`src/rtl/srx_pkg.sv`:
```
package srx_pkg;
    typedef enum logic [1:0] {
        S_IDLE  = 2'd0,
        S_START = 2'd1,
        S_DATA  = 2'd2,
        S_STOP  = 2'd3
    } srx_state_t;
endpackage

```
`src/rtl/srx_vote.sv`:
```
// Two-of-three vote over the mid-bit samples, with a disagreement flag.
module srx_vote (
    input  logic [2:0] s,
    output logic       bit_val,
    output logic       mixed
);
    always_comb begin
        bit_val = (s[0] & s[1]) | (s[0] & s[2]) | (s[1] & s[2]);
        mixed   = (s != 3'b000) && (s != 3'b111);
    end
endmodule

```
`src/rtl/srx_idle_timer.sv`:
```
// Counts ticks of a high line while the receiver sits idle.
module srx_idle_timer #(
    parameter int OVS      = 16,
    parameter int DATA_MAX = 9
) (
    input  logic clk,
    input  logic rst_n,
    input  logic tick,
    input  logic line_high,
    input  logic restart,
    input  logic nine_bit,
    output logic full
);
    localparam int LONG_T  = OVS * (DATA_MAX + 2);
    localparam int SHORT_T = OVS * (DATA_MAX + 1);
    localparam int IW      = $clog2(LONG_T + 1);

    logic [IW-1:0] cnt;
    logic [IW-1:0] target;

    always_comb target = nine_bit ? IW'(LONG_T) : IW'(SHORT_T);

    always_ff @(posedge clk or negedge rst_n) begin
        if (!rst_n)
            cnt <= '0;
        else if (restart || !line_high)
            cnt <= '0;
        else if (tick && (cnt < target))
            cnt <= cnt + 1'b1;
    end

    always_comb full = (cnt >= target);
endmodule

```
`src/rtl/srx_wake.sv`:
```
module srx_wake #(
    parameter int OVS      = 16,
    parameter int DATA_MAX = 9
) (
    input  logic                clk,
    input  logic                rst_n,
    input  logic                rt_tick,
    input  logic                rx_in,
    input  logic                nine_bit,
    input  logic                standby_set,
    input  logic                wake_sel,
    input  logic                irq_en,
    input  logic                rd_ack,
    output logic [DATA_MAX-1:0] rx_data,
    output logic                data_ready,
    output logic                rx_irq,
    output logic                frame_err,
    output logic                noise_err,
    output logic                standby
);
    import srx_pkg::*;

    localparam int PW = $clog2(OVS + 1);
    localparam int BW = $clog2(DATA_MAX + 1);
    localparam logic [PW-1:0] PH_FIRST  = PW'(OVS / 2);
    localparam logic [PW-1:0] PH_DECIDE = PW'(OVS / 2 + 2);
    localparam logic [PW-1:0] PH_END    = PW'(OVS);

    srx_state_t          state, state_nxt;
    logic                rx_m, rx_s, rx_last;
    logic [PW-1:0]       phase, ph_nxt;
    logic [BW-1:0]       bit_cnt, nbits;
    logic [1:0]          samp;
    logic [DATA_MAX-1:0] shreg, frame_word;
    logic                noise_acc;
    logic                busy, start_edge, samp_pt, decide, bit_end, frame_done;
    logic                vote, mixed, idle_full, addr_mark;

    // line synchronizer
    always_ff @(posedge clk or negedge rst_n) begin
        if (!rst_n) begin
            rx_m <= 1'b1;
            rx_s <= 1'b1;
        end else begin
            rx_m <= rx_in;
            rx_s <= rx_m;
        end
    end

    srx_vote u_vote (
        .s       ({samp, rx_s}),
        .bit_val (vote),
        .mixed   (mixed)
    );

    srx_idle_timer #(.OVS(OVS), .DATA_MAX(DATA_MAX)) u_idle (
        .clk       (clk),
        .rst_n     (rst_n),
        .tick      (rt_tick),
        .line_high (rx_s),
        .restart   (standby_set || (state != S_IDLE)),
        .nine_bit  (nine_bit),
        .full      (idle_full)
    );

    always_comb begin
        busy       = (state != S_IDLE);
        ph_nxt     = phase + 1'b1;
        start_edge = rt_tick && !busy && rx_last && !rx_s;
        samp_pt    = rt_tick && busy && (ph_nxt >= PH_FIRST) && (ph_nxt < PH_DECIDE);
        decide     = rt_tick && busy && (ph_nxt == PH_DECIDE);
        bit_end    = rt_tick && busy && (ph_nxt == PH_END);
        frame_done = (state == S_STOP) && decide;
        nbits      = nine_bit ? BW'(DATA_MAX) : BW'(DATA_MAX - 1);
        frame_word = nine_bit ? shreg : {1'b0, shreg[DATA_MAX-1:1]};
        addr_mark  = shreg[DATA_MAX-1];
    end

    // next-state logic
    always_comb begin
        state_nxt = state;
        unique case (state)
            S_IDLE:  if (start_edge) state_nxt = S_START;
            S_START: begin
                if (decide && vote)  state_nxt = S_IDLE;
                else if (bit_end)    state_nxt = S_DATA;
            end
            S_DATA:  if (bit_end && (bit_cnt == nbits)) state_nxt = S_STOP;
            S_STOP:  if (decide) state_nxt = S_IDLE;
        endcase
    end

    // state register and framing datapath
    always_ff @(posedge clk or negedge rst_n) begin
        if (!rst_n) begin
            state     <= S_IDLE;
            phase     <= '0;
            bit_cnt   <= '0;
            samp      <= '0;
            shreg     <= '0;
            noise_acc <= 1'b0;
            rx_last   <= 1'b1;
        end else begin
            state <= state_nxt;
            if (rt_tick)
                rx_last <= rx_s;
            if (start_edge) begin
                phase     <= PW'(1);
                bit_cnt   <= '0;
                noise_acc <= 1'b0;
            end else if (rt_tick && busy) begin
                phase <= bit_end ? '0 : ph_nxt;
            end
            if (samp_pt)
                samp <= {samp[0], rx_s};
            if (decide && mixed)
                noise_acc <= 1'b1;
            if (decide && (state == S_DATA)) begin
                shreg   <= {vote, shreg[DATA_MAX-1:1]};
                bit_cnt <= bit_cnt + 1'b1;
            end
        end
    end

    // output registers
    always_ff @(posedge clk or negedge rst_n) begin
        if (!rst_n) begin
            rx_data    <= '0;
            data_ready <= 1'b0;
            frame_err  <= 1'b0;
            noise_err  <= 1'b0;
            standby    <= 1'b0;
        end else begin
            if (frame_done) begin
                rx_data   <= frame_word;
                frame_err <= !vote;
                noise_err <= noise_acc || mixed;
            end
            if (frame_done && (!standby || (wake_sel && addr_mark)))
                data_ready <= 1'b1;
            else if (rd_ack)
                data_ready <= 1'b0;
            if (standby_set)
                standby <= 1'b1;
            else if (standby && !wake_sel && idle_full)
                standby <= 1'b0;
            else if (standby && wake_sel && frame_done && addr_mark)
                standby <= 1'b0;
        end
    end

    always_comb rx_irq = data_ready && irq_en;
endmodule

```
`config.mk`:
```
export PLATFORM = sky130hd
export DESIGN_NAME = srx_wake
export DESIGN_NICKNAME = d
export VERILOG_FILES = /design/src/rtl/srx_pkg.sv /design/src/rtl/srx_vote.sv /design/src/rtl/srx_idle_timer.sv /design/src/rtl/srx_wake.sv
export SDC_FILE = /design/constraint.sdc
export NUM_CORES = 1
export LEC_CHECK = 0
export BUFFER_PORTS_ARGS = -buffer_cell sky130_fd_sc_hd__buf_4
export CORE_MARGIN = 3
export CORE_UTILIZATION = 50
export DETAILED_ROUTE_END_ITERATION = 10
export PLACE_DENSITY = 0.69
export SYNTH_ARGS = -nofsm -noshare
export SYNTH_HDL_FRONTEND = slang
export SYNTH_SLANG_ARGS = --single-unit
```
`constraint.sdc`:
```
create_clock -name clk -period 2.6 [get_ports clk]
set_input_delay 0.52 -clock clk [delete_from_list [all_inputs] [get_ports clk]]
set_output_delay 0.52 -clock clk [all_outputs]
set_load 0.02 [all_outputs]
```
==> flow_metrics.env <==
export IMPL_status="finished, final reports clean"
export IMPL_syn_avg_cell_area_um2=10.4
export IMPL_diodes=0
export IMPL_ios=23
export IMPL_fmax_mhz=446
export IMPL_cts_buffer_depth=2
export IMPL_ff_latch_area_um2=1180
export IMPL_ys_flop_type="dfrtp_1"
export IMPL_end_kind="flop"
export IMPL_worst_slack_ns=0.360
export IMPL_cts_sinks=47
export IMPL_grt_pass1_vias=1429
export IMPL_critPathSlowestCell="dfrtp_1"
export IMPL_min_period_ns=2.24
export IMPL_power_frac_seq_pct=53.9
export IMPL_cts_setup_buffers=0
export IMPL_cts_tree="done"
export IMPL_dr_pass1_iters=4
export IMPL_worstPathCellList="ha_1 -> a21o_2 -> a21oi_2 -> o211ai_4 -> nor3b_1 -> a311o_2"
export IMPL_min_path_type="in -> async"
export IMPL_clock_power_share_pct=27.6
export IMPL_syn_instance_count=230
export IMPL_grt_max_degree=48
export IMPL_globalplace_congestion=0.864
export IMPL_finalSetupViolCount=0
export IMPL_fin_crit_sh_pct=86.2
export IMPL_core_area_um2=4500
export IMPL_p_sw_mw=0.521
export IMPL_multi_input_area_um2=1130
export IMPL_dpl_worst_slack_ns=0.377
export IMPL_final_common_cell="dfrtp_1"
export IMPL_cts_clk_slew_worst_paths_ns=0.08
export IMPL_mostFrequentLayoutCells="dfrtp_1, nand2_1, o21ai_0, buf_4, nor2_1"
export IMPL_final_cells=302
export IMPL_cp_start_kind="flop"
export IMPL_drive_gt1_share_pct=22.0
export IMPL_numPortBuffers=22
export IMPL_crit_type="reg -> reg"
export IMPL_viasPerCell=5.51
export IMPL_internal_power_mw=1.13
export IMPL_ys_seq_elements=47
export IMPL_ys_seq_area_share_pct=49.1
export IMPL_drc=0
export IMPL_vias=1664
export IMPL_hpwl_um=3020
export IMPL_cts_root_buf="clkbuf_8"
export IMPL_p_per_area_nw_per_um2=619
export IMPL_cp_arrival_ns=2.43
export IMPL_yosys_area_top_type_share_pct=45.8
export IMPL_finalHoldViolCount=0
export IMPL_synth_edf_count=0
export IMPL_syn_nets=245
export IMPL_start_util_pct=53.3
export IMPL_grt_pass1_wl_um=6850
export IMPL_yosysWarnings=0
export IMPL_cts_resized=0
export IMPL_gr_usage_all_layers_pct=15.8
export IMPL_cpPeakStageDelay_ns=0.56
export IMPL_die_h_um=75.3
export IMPL_dp_cells=294
export IMPL_tns_ns=0
export IMPL_drt_iter0_markers=74
export IMPL_rsz0062_at_grt="no"
export IMPL_overflow=0
export IMPL_p_leak_nw=1.25
export IMPL_critPathRequiredTime_ns=2.79
export IMPL_synth_async_sr_flop_share_pct=100
export IMPL_antenna_found_initial=0
export IMPL_die_x_um=75.3
export IMPL_yosys_top_cells_area="dfrtp_1, o21ai_0, nand2_1"
export IMPL_path_max_fanout=18
export IMPL_h_tree_depth=2
export IMPL_drv_cap=0
export IMPL_slew_limit_headroom_pct=61.2
export IMPL_ant_nets=0
export IMPL_synth_area_um2=2400
export IMPL_cts_hold_buffers=0
export IMPL_yosys_area_top_type="dfrtp_1"
export IMPL_ir_drop_v=0.000254
export IMPL_final_max_slew_viol_count=0
export IMPL_rows=24
export IMPL_area_growth_syn_to_layout_pct=11.1
export IMPL_drt_total_wl_um=4250
export IMPL_clock_skew_ns=0.00245
export IMPL_n_fill_cell=388
export IMPL_fin_nets=264
export IMPL_cts_buffers=5
export IMPL_dieArea_um2=5670
export IMPL_worst_slew_pin_transition_ns=0.582
export IMPL_switching_share_pct=31.5
export IMPL_insertion_delay_ns=0.30
export IMPL_pwr_share_comb_pct=18.6
export IMPL_synth_distinct_cells=47
export IMPL_wl_per_cell_um=14.1
metal layers:
layer  share of wire (%)  up-vias  global-route usage (%)  routed length [µm]
li1                    -      834                       -                   -
met1                  50      788                    22.8                2110
met2                  45       36                    23.3                1910
met3                 4.3        6                    4.35                 184
met4                 1.1        0                    4.85                  47
met5                   0        -                       0                   0
per-stage QoR:
step	power, mW	hold slack [ns]	utilization [%]	instance area, µm²
floorplan	1.14	0.224	-	2400
global placement	1.20	0.345	57.2	2570
detailed placement	1.21	0.347	57.2	2570
CTS	1.67	0.236	59.3	2670
global route	1.75	0.243	59.3	2670
finish	1.65	0.208	59.3	2670
cell usage after synthesis, types with 2 or more instances:
cell type   n
o21ai_0    23
nor2b_1     3
xnor2_1     2
nand2_1    26
xor2_1      9
nor3b_1     3
buf_2       5
o21ai_1     3
buf_6       2
o211ai_1    2
mux2_2      8
mux2_4      4
clkbuf_2    2
and3_1      4
a21oi_1     4
nor2_1     17
nor3_1      3
and2_1      3
nand4_1     4
nand3_1     9
dfrtp_1    44
nand2b_1    4
clkbuf_1    2
ha_1        6
dfstp_2     3
inv_1       7
mux2i_1     8
flip-flops by register name (all words and copies together), names as in the netlist, 2 cells and up, named ones only:
register / count
phase: 5
shreg: 9
samp: 2
bit_cnt: 4
u_idle.cnt: 8
rx_data: 9
logic make-up (layout without fill, tap and decap cells):
logic type | Yosys count | count (layout) | share of synthesized area, %
AND/OR/NAND/NOR | 83 | 83 | 17.4
flip-flops | 47 | 47 | 49.1
buffers and inverters | 18 | 38 | 3.80
XOR/XNOR | 11 | 11 | 4.01
AO/OA/AOI/OAI | 44 | 44 | 12.6
multiplexers | 20 | 20 | 9.58
adder cells (fa/ha/maj) | 7 | 7 | 3.54
layout make-up:
type                            count  area share, %
Tap cell                           52           2.44
Clock inverter                      1          0.328
Timing Repair Buffer               23           6.47
Multi-Input combinational cell    165           42.4
Clock buffer                        7           3.23
Inverter                            7          0.984
Sequential cell                    47           44.2
final timing paths:
check,startpoint,to,slack [ns],cells after the start
setup / recovery,phase[0],bit_cnt[2],0.36,6
hold / removal,rst_n,noise_err,0.21,1
setup reg to reg,phase[0],bit_cnt[2],0.36,6
hold reg to reg,rx_m,rx_s,0.36,0
max in group asynchronous,rst_n,phase[0],1.99,1
min in group clk,rx_in,rx_m,0.32,1
critical path, delay by kind of cell (launching register included):
family / cells / cell delay, ns
flip-flops: 1 / 0.56
AO/OA/AOI/OAI: 4 / 1.08
AND/OR/NAND/NOR: 1 / 0.11
adder cells (fa/ha/maj): 1 / 0.37
power groups by stage:
stage                     combinational, mW  clock, mW  sequential [mW]
final                                 0.306      0.456            0.890
after global routing                  0.345      0.507            0.900
after CTS                             0.309      0.474            0.886
after detailed placement              0.308          0            0.900
after global placement                0.306          0            0.897
after floorplan                       0.296          0            0.844
Note: power is estimated with default switching activity, not from simulation.
